<file path="src/rtl/bcs_pkg.sv">
package bcs_pkg;

  typedef enum logic [1:0] {
    ST_IDLE   = 2'd0,
    ST_CHARGE = 2'd1,
    ST_HIGH   = 2'd2,
    ST_FAULT  = 2'd3
  } bcs_state_e;

  typedef struct packed {
    logic hi;
    logic lo;
  } gate_cmd_t;

endpackage

</file>
<file path="src/rtl/bcs_charge_timer.sv">
module bcs_charge_timer #(
  parameter int TIMEOUT_CYCLES = 40
) (
  input  logic clk,
  input  logic rst_n,
  input  logic restart,
  input  logic advance,
  output logic expired
);
  localparam int CW = (TIMEOUT_CYCLES > 1) ? $clog2(TIMEOUT_CYCLES) : 1;
  localparam logic [CW-1:0] LAST = CW'(TIMEOUT_CYCLES - 1);

  logic [CW-1:0] cnt_q, cnt_d;

  assign expired = (cnt_q == LAST);

  always_comb begin
    cnt_d = cnt_q;
    if (restart) begin
      cnt_d = '0;
    end else if (advance && !expired) begin
      cnt_d = cnt_q + CW'(1);
    end
  end

  always_ff @(posedge clk or negedge rst_n) begin
    if (!rst_n) begin
      cnt_q <= '0;
    end else begin
      cnt_q <= cnt_d;
    end
  end

  // each charge cycle begins from a fresh count
  p_restart_zero_r7: assert property (@(posedge clk) disable iff (!rst_n)
    restart |=> (cnt_q == '0));

  // the count climbs by one per charge cycle clock until the limit
  p_count_step_r7: assert property (@(posedge clk) disable iff (!rst_n)
    (!restart && advance && !expired) |=> (cnt_q == $past(cnt_q) + CW'(1)));

endmodule

</file>
<file path="src/rtl/bcs_phase_fsm.sv">
module bcs_phase_fsm
  import bcs_pkg::*;
#(
  parameter int TIMEOUT_CYCLES = 40
) (
  input  logic      clk,
  input  logic      rst_n,
  input  logic      req_hi,
  input  logic      req_lo,
  input  logic      lvl_on_ok,
  input  logic      lvl_off_ok,
  input  logic      kill,
  input  logic      clr_fault,
  output gate_cmd_t cmd,
  output logic      fault
);
  bcs_state_e state_q, state_d;
  logic       want_hi;
  logic       tmr_restart;
  logic       tmr_advance;
  logic       tmr_expired;

  assign want_hi = req_hi & ~req_lo;

  always_comb begin
    state_d = state_q;
    case (state_q)
      ST_IDLE: begin
        if (!kill && want_hi) begin
          state_d = lvl_on_ok ? ST_HIGH : ST_CHARGE;
        end
      end
      ST_CHARGE: begin
        if (kill || !want_hi) begin
          state_d = ST_IDLE;
        end else if (lvl_on_ok) begin
          state_d = ST_HIGH;
        end else if (tmr_expired) begin
          state_d = ST_FAULT;
        end
      end
      ST_HIGH: begin
        if (kill || !want_hi) begin
          state_d = ST_IDLE;
        end else if (!lvl_off_ok) begin
          state_d = ST_CHARGE;
        end
      end
      ST_FAULT: begin
        if (clr_fault) begin
          state_d = ST_IDLE;
        end
      end
      default: state_d = ST_IDLE;
    endcase
  end

  always_ff @(posedge clk or negedge rst_n) begin
    if (!rst_n) begin
      state_q <= ST_IDLE;
    end else begin
      state_q <= state_d;
    end
  end

  assign tmr_restart = (state_d == ST_CHARGE) && (state_q != ST_CHARGE);
  assign tmr_advance = (state_q == ST_CHARGE);

  bcs_charge_timer #(
    .TIMEOUT_CYCLES(TIMEOUT_CYCLES)
  ) i_timer (
    .clk    (clk),
    .rst_n  (rst_n),
    .restart(tmr_restart),
    .advance(tmr_advance),
    .expired(tmr_expired)
  );

  always_comb begin
    cmd.hi = (state_q == ST_HIGH);
    cmd.lo = (state_q == ST_CHARGE) || ((state_q == ST_IDLE) && req_lo);
  end

  assign fault = (state_q == ST_FAULT);

  // an uncharged high request is diverted into a charge cycle
  p_divert_r4: assert property (@(posedge clk) disable iff (!rst_n)
    (state_q == ST_IDLE && want_hi && !lvl_on_ok && !kill) |=> (state_q == ST_CHARGE));

  // charge loss during conduction restarts charging
  p_recharge_r6: assert property (@(posedge clk) disable iff (!rst_n)
    (state_q == ST_HIGH && want_hi && !kill && !lvl_off_ok) |=> (state_q == ST_CHARGE));

  // an expired charge cycle without success ends in the fault state
  p_timeout_r7: assert property (@(posedge clk) disable iff (!rst_n)
    (state_q == ST_CHARGE && tmr_expired && want_hi && !kill && !lvl_on_ok) |=> fault);

  // a fault is held until the clear pulse
  p_fault_hold_r8: assert property (@(posedge clk) disable iff (!rst_n)
    (fault && !clr_fault) |=> fault);

  // withdrawing the request during charging never faults
  p_withdraw_r9: assert property (@(posedge clk) disable iff (!rst_n)
    (state_q == ST_CHARGE && !want_hi) |=> !fault);

endmodule

</file>
<file path="src/rtl/bcs_gate_stage.sv">
module bcs_gate_stage
  import bcs_pkg::*;
#(
  parameter int DEAD_CYCLES = 4
) (
  input  logic      clk,
  input  logic      rst_n,
  input  gate_cmd_t cmd,
  input  logic      kill,
  output logic      gate_hi,
  output logic      gate_lo
);
  localparam int GW = $clog2(DEAD_CYCLES + 1);
  localparam logic [GW-1:0] GAP_DONE = GW'(DEAD_CYCLES);

  logic          gh_q, gl_q, gh_d, gl_d;
  logic [GW-1:0] hi_gap_q, lo_gap_q, hi_gap_d, lo_gap_d;
  logic          hi_ready, lo_ready;

  assign hi_ready = (hi_gap_q == GAP_DONE);
  assign lo_ready = (lo_gap_q == GAP_DONE);

  always_comb begin
    gh_d = cmd.hi & ~kill & ~gl_q & lo_ready;
    gl_d = cmd.lo & ~kill & ~gh_q & hi_ready;

    if (gh_q) begin
      hi_gap_d = '0;
    end else if (!hi_ready) begin
      hi_gap_d = hi_gap_q + GW'(1);
    end else begin
      hi_gap_d = hi_gap_q;
    end

    if (gl_q) begin
      lo_gap_d = '0;
    end else if (!lo_ready) begin
      lo_gap_d = lo_gap_q + GW'(1);
    end else begin
      lo_gap_d = lo_gap_q;
    end
  end

  always_ff @(posedge clk or negedge rst_n) begin
    if (!rst_n) begin
      gh_q     <= 1'b0;
      gl_q     <= 1'b0;
      hi_gap_q <= GAP_DONE;
      lo_gap_q <= GAP_DONE;
    end else begin
      gh_q     <= gh_d;
      gl_q     <= gl_d;
      hi_gap_q <= hi_gap_d;
      lo_gap_q <= lo_gap_d;
    end
  end

  assign gate_hi = gh_q;
  assign gate_lo = gl_q;

  // the two gates of a phase never conduct together
  p_exclusive_r10: assert property (@(posedge clk) disable iff (!rst_n)
    !(gate_hi && gate_lo));

  // a gate only rises after its complement was already low
  p_hi_after_lo_r10: assert property (@(posedge clk) disable iff (!rst_n)
    $rose(gate_hi) |-> $past(!gate_lo));

  p_lo_after_hi_r10: assert property (@(posedge clk) disable iff (!rst_n)
    $rose(gate_lo) |-> $past(!gate_hi));

  // the global kill clears both gates on the next edge
  p_kill_off_r8: assert property (@(posedge clk) disable iff (!rst_n)
    kill |=> (!gate_hi && !gate_lo));

endmodule

</file>
<file path="src/rtl/bootcharge_seq.sv">
module bootcharge_seq
  import bcs_pkg::*;
#(
  parameter int NPH            = 2,
  parameter int TIMEOUT_CYCLES = 40,
  parameter int DEAD_CYCLES    = 4
) (
  input  logic           clk,
  input  logic           rst_n,
  input  logic [NPH-1:0] req_hi,
  input  logic [NPH-1:0] req_lo,
  input  logic [NPH-1:0] lvl_on_ok,
  input  logic [NPH-1:0] lvl_off_ok,
  input  logic           clr_fault,
  output logic [NPH-1:0] gate_hi,
  output logic [NPH-1:0] gate_lo,
  output logic [NPH-1:0] bst_fault
);
  gate_cmd_t      cmd [NPH];
  logic [NPH-1:0] fault_vec;
  logic           kill;

  assign kill      = |fault_vec;
  assign bst_fault = fault_vec;

  for (genvar p = 0; p < NPH; p++) begin : g_phase
    bcs_phase_fsm #(
      .TIMEOUT_CYCLES(TIMEOUT_CYCLES)
    ) i_fsm (
      .clk       (clk),
      .rst_n     (rst_n),
      .req_hi    (req_hi[p]),
      .req_lo    (req_lo[p]),
      .lvl_on_ok (lvl_on_ok[p]),
      .lvl_off_ok(lvl_off_ok[p]),
      .kill      (kill),
      .clr_fault (clr_fault),
      .cmd       (cmd[p]),
      .fault     (fault_vec[p])
    );

    bcs_gate_stage #(
      .DEAD_CYCLES(DEAD_CYCLES)
    ) i_gate (
      .clk    (clk),
      .rst_n  (rst_n),
      .cmd    (cmd[p]),
      .kill   (kill),
      .gate_hi(gate_hi[p]),
      .gate_lo(gate_lo[p])
    );
  end

  // any fault leaves the whole array dark on the following edge
  p_array_dark_r8: assert property (@(posedge clk) disable iff (!rst_n)
    (|bst_fault) |=> (gate_hi == '0 && gate_lo == '0));

  // the clear pulse removes every latched fault
  p_clear_r11: assert property (@(posedge clk) disable iff (!rst_n)
    clr_fault |=> (bst_fault == '0));

endmodule

</file>
<file path="config.mk">
export PLATFORM = sky130hd
export DESIGN_NAME = bootcharge_seq
export DESIGN_NICKNAME = d
export VERILOG_FILES = /design/src/rtl/bcs_pkg.sv /design/src/rtl/bcs_charge_timer.sv /design/src/rtl/bcs_phase_fsm.sv /design/src/rtl/bcs_gate_stage.sv /design/src/rtl/bootcharge_seq.sv
export SDC_FILE = /design/constraint.sdc
export NUM_CORES = 1
export LEC_CHECK = 0
export ABC_AREA = 0
export BUFFER_PORTS_ARGS = -buffer_cell sky130_fd_sc_hd__buf_2
export CORE_MARGIN = 5
export CORE_UTILIZATION = 55
export CTS_BUF_LIST = sky130_fd_sc_hd__clkbuf_4
export CTS_CLUSTER_SIZE = 16
export DETAILED_ROUTE_END_ITERATION = 6
export PLACE_DENSITY_LB_ADDON = 0.1
export SKIP_LAST_GASP = 1
export SYNTH_ARGS = -nofsm -noshare
export SYNTH_HDL_FRONTEND = slang
export SYNTH_SLANG_ARGS = --single-unit
</file>
<file path="constraint.sdc">
create_clock -name clk -period 1.7 [get_ports clk]
set_clock_uncertainty 0.1 [all_clocks]
set_input_delay 0.085 -clock clk [delete_from_list [all_inputs] [get_ports clk]]
set_output_delay 0.085 -clock clk [all_outputs]
set_load 0.05 [all_outputs]
</file>
# Word-level counts from Yosys, hierarchy flattened
# Index checks and enable logic that the tools add are counted.
[op_classes]
add_sub_neg = 6
n_mul = 0
div = 0
n_lt_le_gt_ge = 0
n_eq_ne = 20
shift = 0
n_mux = 30
n_bitwise = 21
n_reduce_logical = 22
[op_table]
columns = ["cell", "n"]
rows = [
  ["$mux W2", 16],
  ["$mux W3", 8],
  ["$mux W6", 4],
  ["$pmux W2 S4", 2],
  ["$and A1 B1 Y1", 14],
  ["$add A3 B1 Y3 const B", 4],
  ["$add A6 B1 Y6 const B", 2],
  ["$eq A3 B3 Y1 const B", 4],
  ["$eq A6 B6 Y1 const B", 2],
  ["$ne A2 B1 Y1 const B", 6],
  ["$eq A2 B1 Y1 const B", 4],
  ["$eq A2 B2 Y1 const B", 4],
  ["$logic_and A1 B1 Y1", 8],
  ["$not A1 Y1", 7],
  ["$logic_not A1 Y1", 5],
  ["$logic_not A2 Y1", 2],
  ["$logic_or A1 B1 Y1", 4],
  ["$reduce_bool A2 Y1", 2],
  ["$reduce_or A2 Y1", 1],
]
[totals]
regBits = 32
latch_bits = 0
mem_bits_rw = 0
mem_bits_ro = 0
inputBits = 11
out_inout_bits = 6
wordCells = 111
mem_count = 0

# Depth between registers and ports, before layout
[logic_depth]
depth_word = 9
ltp_mapped = 5
depth_no_buf = 5

# By module
# A second synthesis with hierarchy kept.
[unflattened]
hier_cells = 201
hier_area_um2 = 1988.2
[modules_own_cells]
columns = ["mod", "instances", "cells_per_inst", "area_per_inst_um2", "seq_area_each_um2"]
rows = [
  ["bcs_gate_stage", 2, 38, 414.1, 202.7],
  ["bcs_charge_timer", 2, 40, 401.6, 150.1],
  ["bcs_phase_fsm", 2, 22, 175.2, 50.0],
  ["bootcharge_seq", 1, 1, 6.3, 0.0],
]

# Worst setup path before layout
# OpenSTA, ideal clock, no wires.
[synth_path]
path_type = "register to register"
from = "register g_phase[1].i_fsm.i_timer.cnt_q[0]"
to = "register g_phase[1].i_fsm.i_timer.cnt_q[3]"
setup_ps = 77
arrival_time_ps = 1450
required_ps = 1523
path_slack_ps = 73
stages_incl_launch_ff = 5
n_path_buf = 0
period_less_slack_ps = 1627
path_cell_list = "dfrtp_1 > ha_1 > and4b_1 > or4_1 > a21oi_1"
[synth_via]
elab_chain_len = 8
word_cells_on_any_way = 13
cone_classes = "add/sub: 1; eq/ne: 2; mux: 6; reduce/logical: 4"
[synth_rtl]
columns = ["element", "line_no", "rtl"]
rows = [
  ["start, declared", "bcs_charge_timer.sv:13", "logic [CW-1:0] cnt_q, cnt_d;"],
  ["start signal, assigned", "bcs_charge_timer.sv:30", "cnt_q <= cnt_d;"],
  ["$eq A6 B6 Y1", "bcs_charge_timer.sv:15", "assign expired = (cnt_q == LAST);"],
  ["$mux W2", "bcs_phase_fsm.sv:38", "end else if (tmr_expired) begin"],
  ["$mux W2", "bcs_phase_fsm.sv:36", "end else if (lvl_on_ok) begin"],
  ["$mux W2", "bcs_phase_fsm.sv:34", "if (kill || !want_hi) begin"],
  ["$pmux W2 S4", "bcs_phase_fsm.sv:27", "case (state_q)"],
  ["$eq A2 B1 Y1", "bcs_phase_fsm.sv:66", "assign tmr_restart = (state_d == ST_CHARGE) && (state_q != ST_CHARGE);"],
  ["$logic_and A1 B1 Y1", "bcs_phase_fsm.sv:66", ""],
  ["$mux W6 / $reduce_bool A2 Y1 (equally long branches)", "-", ""],
]
# Parallel ways exist; a longest one is shown, timed or not. The select of a mux whose other input is x is not followed.
# A chain may end at the register's enable or synchronous reset.

# Worst setup path after layout
# Same ends and word-level chain as after synthesis.

==> summary.txt <==
Status
  • Status: completed

Clock network
  • Max clock buf depth: 2
  • CTS buffer count: 5
  • Clock Sinks: 32
  • Clock slew at reported path FFs: 0.10 ns
  • CTS root buf: clkbuf_4
  • H-tree depth: 2
  • Clk Latency, worst-skew pair: 0.31 ns
  • CTS tree: done

GRT
  • M3 GR Usage: under 10%
  • First-pass GRT wire length: 6.492 mm
  • Met2 usage: around a third
  • Largest net degree at the start of global routing: 33
  • Busiest grt layer: met2
  • Initial antenna violation count: 0
  • GRT met1 Usage: ~22%
  • Vias in the first global route: 1526
  • Gr usage total: 18.47%
  • GRT Residual Overflow: 0

Timing
  • Fin. max-slew vios: 0
  • Setup WS post-layout: approximately 0.055 ns
  • Final hold violations: 0
  • Slew headroom: roughly 52%
  • Setup Total Neg Slack: 0 ns
  • Slew @ Worst Pin: 0.7172 ns
  • RSZ-0062 raised after global routing: yes
  • Setup-failing EPs final: 0
  • F_max: 607.8 MHz
  • Post-route minimum period: 1.645 ns
  • Period utilization: a little over nine tenths

Die
  • Die width: 68.46 um
  • IO Count: 17
  • Placeable Area: 3311 sq um
  • Initial core utilization: between 50% and 60%
  • Rows: 21
  • Die Height: 68.46 um
  • Die area: roughly 4700 sq um

Logic synthesis
  • Post-synthesis register bit count: 32
  • Post-synth EDFFs: 0
  • Synth Instances: between 200 and 250
  • Post-synthesis async set-or-reset flop share: 100.0%
  • Syn nets: 227
  • Synth warn: 0
  • Mapped Area: approximately 1900 sq um
  • Seq/Total Area, Yosys: 42.88%
  • Synth unique cells: 46
  • Main synth FF type: dfrtp_1
  • Avg Cell Area, Syn: 9.123 sq um

Drt
  • DRT iter0 DRCs: 98
  • DRC errors left: 0
  • Wire per inst: 13.66 um
  • Vias/cell: roughly 5.6
  • Post-Route WL: 3.730 mm
  • Drt pass-1 iters: 5
  • Detail Route Antenna Nets: 0
  • Overall via count from detail_route: between 1500 and 2000

Critical path
  • Critical Path Source Type: flop
  • Worst R2R Setup Slack: 0.05 ns
  • Worst flop-to-flop path endpoint: g_phase[1].i_fsm.i_timer.cnt_q[3]$_DFFE_PN0P_
  • CP max stage delay: 0.51 ns
  • Worst Reg2Reg Path Length in Cells: 4
  • CP max-delay cell: or4_4
  • CP Class: flop to flop
  • Critical Path, Cell by Cell: ha_1, and4b_1, or4_4, a21oi_2
  • Data arrival, critical path: 1.79 ns
  • Crit Path Max Fanout: 3
  • FF-to-FF Start: g_phase[1].i_fsm.i_timer.cnt_q[0]$_DFFE_PN0P_
  • Critical Path RT: between 1.5 and 2 ns
  • Endpoint class of the critical path: flop

Pwr
  • Power Density: 1272 nW/um^2
  • LEAKAGE: 0.9597 nW
  • Max IR drop VDD: about 0.78 mV

Hold path
  • Hold Path Sink: g_phase[0].i_fsm.state_q[0]$_DFF_PN0_
  • Hold path cells: 3
  • Worst hold start: lvl_on_ok[0]
  • Worst hold path class: primary input to flop

Cells and area
  • Design Area, Final: roughly 2100 sq um
  • Commonest non-fill, non-tap cell in the layout: dfrtp_1
  • Commonest non-fill, non-tap cells in the layout: dfrtp_1 (28), nor2_1 (20), nand2_1 (19)
  • Fillers: between 200 and 300
  • Layout Area Growth over Synthesis: 10.79%
  • Nets: 248
  • Share of cells above drive strength 1: ~19%
  • # diodes: 0

Placed design
  • DP HPWL: 2.676 mm
  • Final RePlAce weighted congestion: 0.8922
  • Placed Instance Area: 1957 sq um
  • Pre-CTS setup slack: 0.05955 ns
  • # port buffers: 16

Flow run
  • Total of max-cap violations: 0
worst max path at each step:
stage                                                       start                                            end  slack (ns)  cells past startpoint
floorplan           g_phase[1].i_fsm.i_timer.cnt_q[0]$_DFFE_PN0P_  g_phase[1].i_fsm.i_timer.cnt_q[3]$_DFFE_PN0P_        0.07                      4
global placement    g_phase[0].i_fsm.i_timer.cnt_q[0]$_DFFE_PN0P_  g_phase[0].i_fsm.i_timer.cnt_q[3]$_DFFE_PN0P_        0.09                      4
detailed placement  g_phase[0].i_fsm.i_timer.cnt_q[0]$_DFFE_PN0P_  g_phase[0].i_fsm.i_timer.cnt_q[3]$_DFFE_PN0P_        0.06                      4
CTS                 g_phase[0].i_fsm.i_timer.cnt_q[0]$_DFFE_PN0P_  g_phase[0].i_fsm.i_timer.cnt_q[3]$_DFFE_PN0P_        0.04                      4
global route        g_phase[1].i_fsm.i_timer.cnt_q[0]$_DFFE_PN0P_  g_phase[1].i_fsm.i_timer.cnt_q[3]$_DFFE_PN0P_      -0.005                      4
finish              g_phase[1].i_fsm.i_timer.cnt_q[0]$_DFFE_PN0P_  g_phase[1].i_fsm.i_timer.cnt_q[3]$_DFFE_PN0P_        0.05                      4
worst max-delay path: cells and delay by family, from the launching register on:
family	cells	cell delay, ns
simple gates	2	0.73
flops	1	0.41
fa+ha+maj	1	0.22
compound gates	1	0.12
stage by stage:
| stage | hold WS [ns] | instances | total power [mW] | util [%] |
|---|---|---|---|---|
| floorplan | -0.3106 | 206 | 1.994 | - |
| global placement | 0.07215 | 259 | 2.110 | 59.11 |
| detailed placement | 0.08461 | 259 | 2.211 | 59.11 |
| global route | 0.04896 | 273 | 2.900 | 62.89 |
| finish | 0.05853 | 273 | 2.648 | 62.89 |
| CTS | 0.04467 | 271 | 2.649 | 62.13 |
kinds of logic after synthesis:
kind of cell | Yosys count | synth area share [%]
AOI/OAI and AO/OA | 43 | 14.51
xor gates and xnor gates | 4 | 1.864
adders and majority gates | 10 | 6.658
buffers and inverters | 31 | 8.788
DFF | 32 | 42.88
muxes | 2 | 1.132
and+or+nand+nor | 84 | 24.17
Yosys cell counts (3+ instances only):
cell / number / area (sq um)
ha_1: 10 / 125.1
a31oi_1: 3 / 18.77
or4_1: 4 / 30.03
o21ai_0: 7 / 35.03
nor2_1: 20 / 75.07
nor3_1: 7 / 35.03
o31ai_1: 4 / 30.03
dfstp_2: 4 / 105.1
inv_1: 16 / 60.06
nand3_1: 11 / 55.05
nand2_1: 19 / 71.32
nand2b_1: 4 / 25.02
buf_4: 8 / 60.06
dfrtp_1: 28 / 700.7
o211ai_1: 4 / 30.03
xnor2_1: 4 / 35.03
a21oi_1: 16 / 80.08
layout make-up:
cell class                      instances  area [sq um]  share of cell area (%)
Multi-Input combinational cell        143         918.4                   44.11
Sequential cell                        32         805.8                   38.70
Timing Repair Buffer                   29         190.2                   9.135
Inverter                               16         60.06                   2.885
Tap cell                               46         57.56                   2.764
Clock buffer                            6         45.04                   2.163
Clock inverter                          1         5.005                  0.2404
timing repair:
| action | CTS | global route |
|---|---|---|
| hold buffers | 5 | 0 |
| endpoints found under the hold margin | 32 | 0 |
| resized for setup | 0 | 3 |
| endpoints found under the setup margin | 0 | 2 |
| setup buffers | 0 | 2 |
state kept, by name, indices dropped and copies added, names as in the netlist:
name,flops
g_phase.i_fsm.i_timer.cnt_q,12
g_phase.i_fsm.state_q,4
g_phase.i_gate.gate_hi,2
g_phase.i_gate.gate_lo,2
g_phase.i_gate.hi_gap_q,6
g_phase.i_gate.lo_gap_q,6
power breakdown:
| part | leakage, nW | switching (mW) | internal [mW] |
|---|---|---|---|
| Combinational | 0.520 | 0.542 | 0.437 |
| Sequential | 0.408 | 0.223 | 1.03 |
| Clock | 0.0315 | 0.244 | 0.168 |
routing by layer:
| layer | wire length [um] | share of wire [%] |
|---|---|---|
| met3 | 151 | 4.0 |
| met5 | 0 | 0 |
| met1 | 1661 | 45 |
| met4 | 14 | 0.38 |
| met2 | 1902 | 51 |
(Power assumes the default switching activity.)
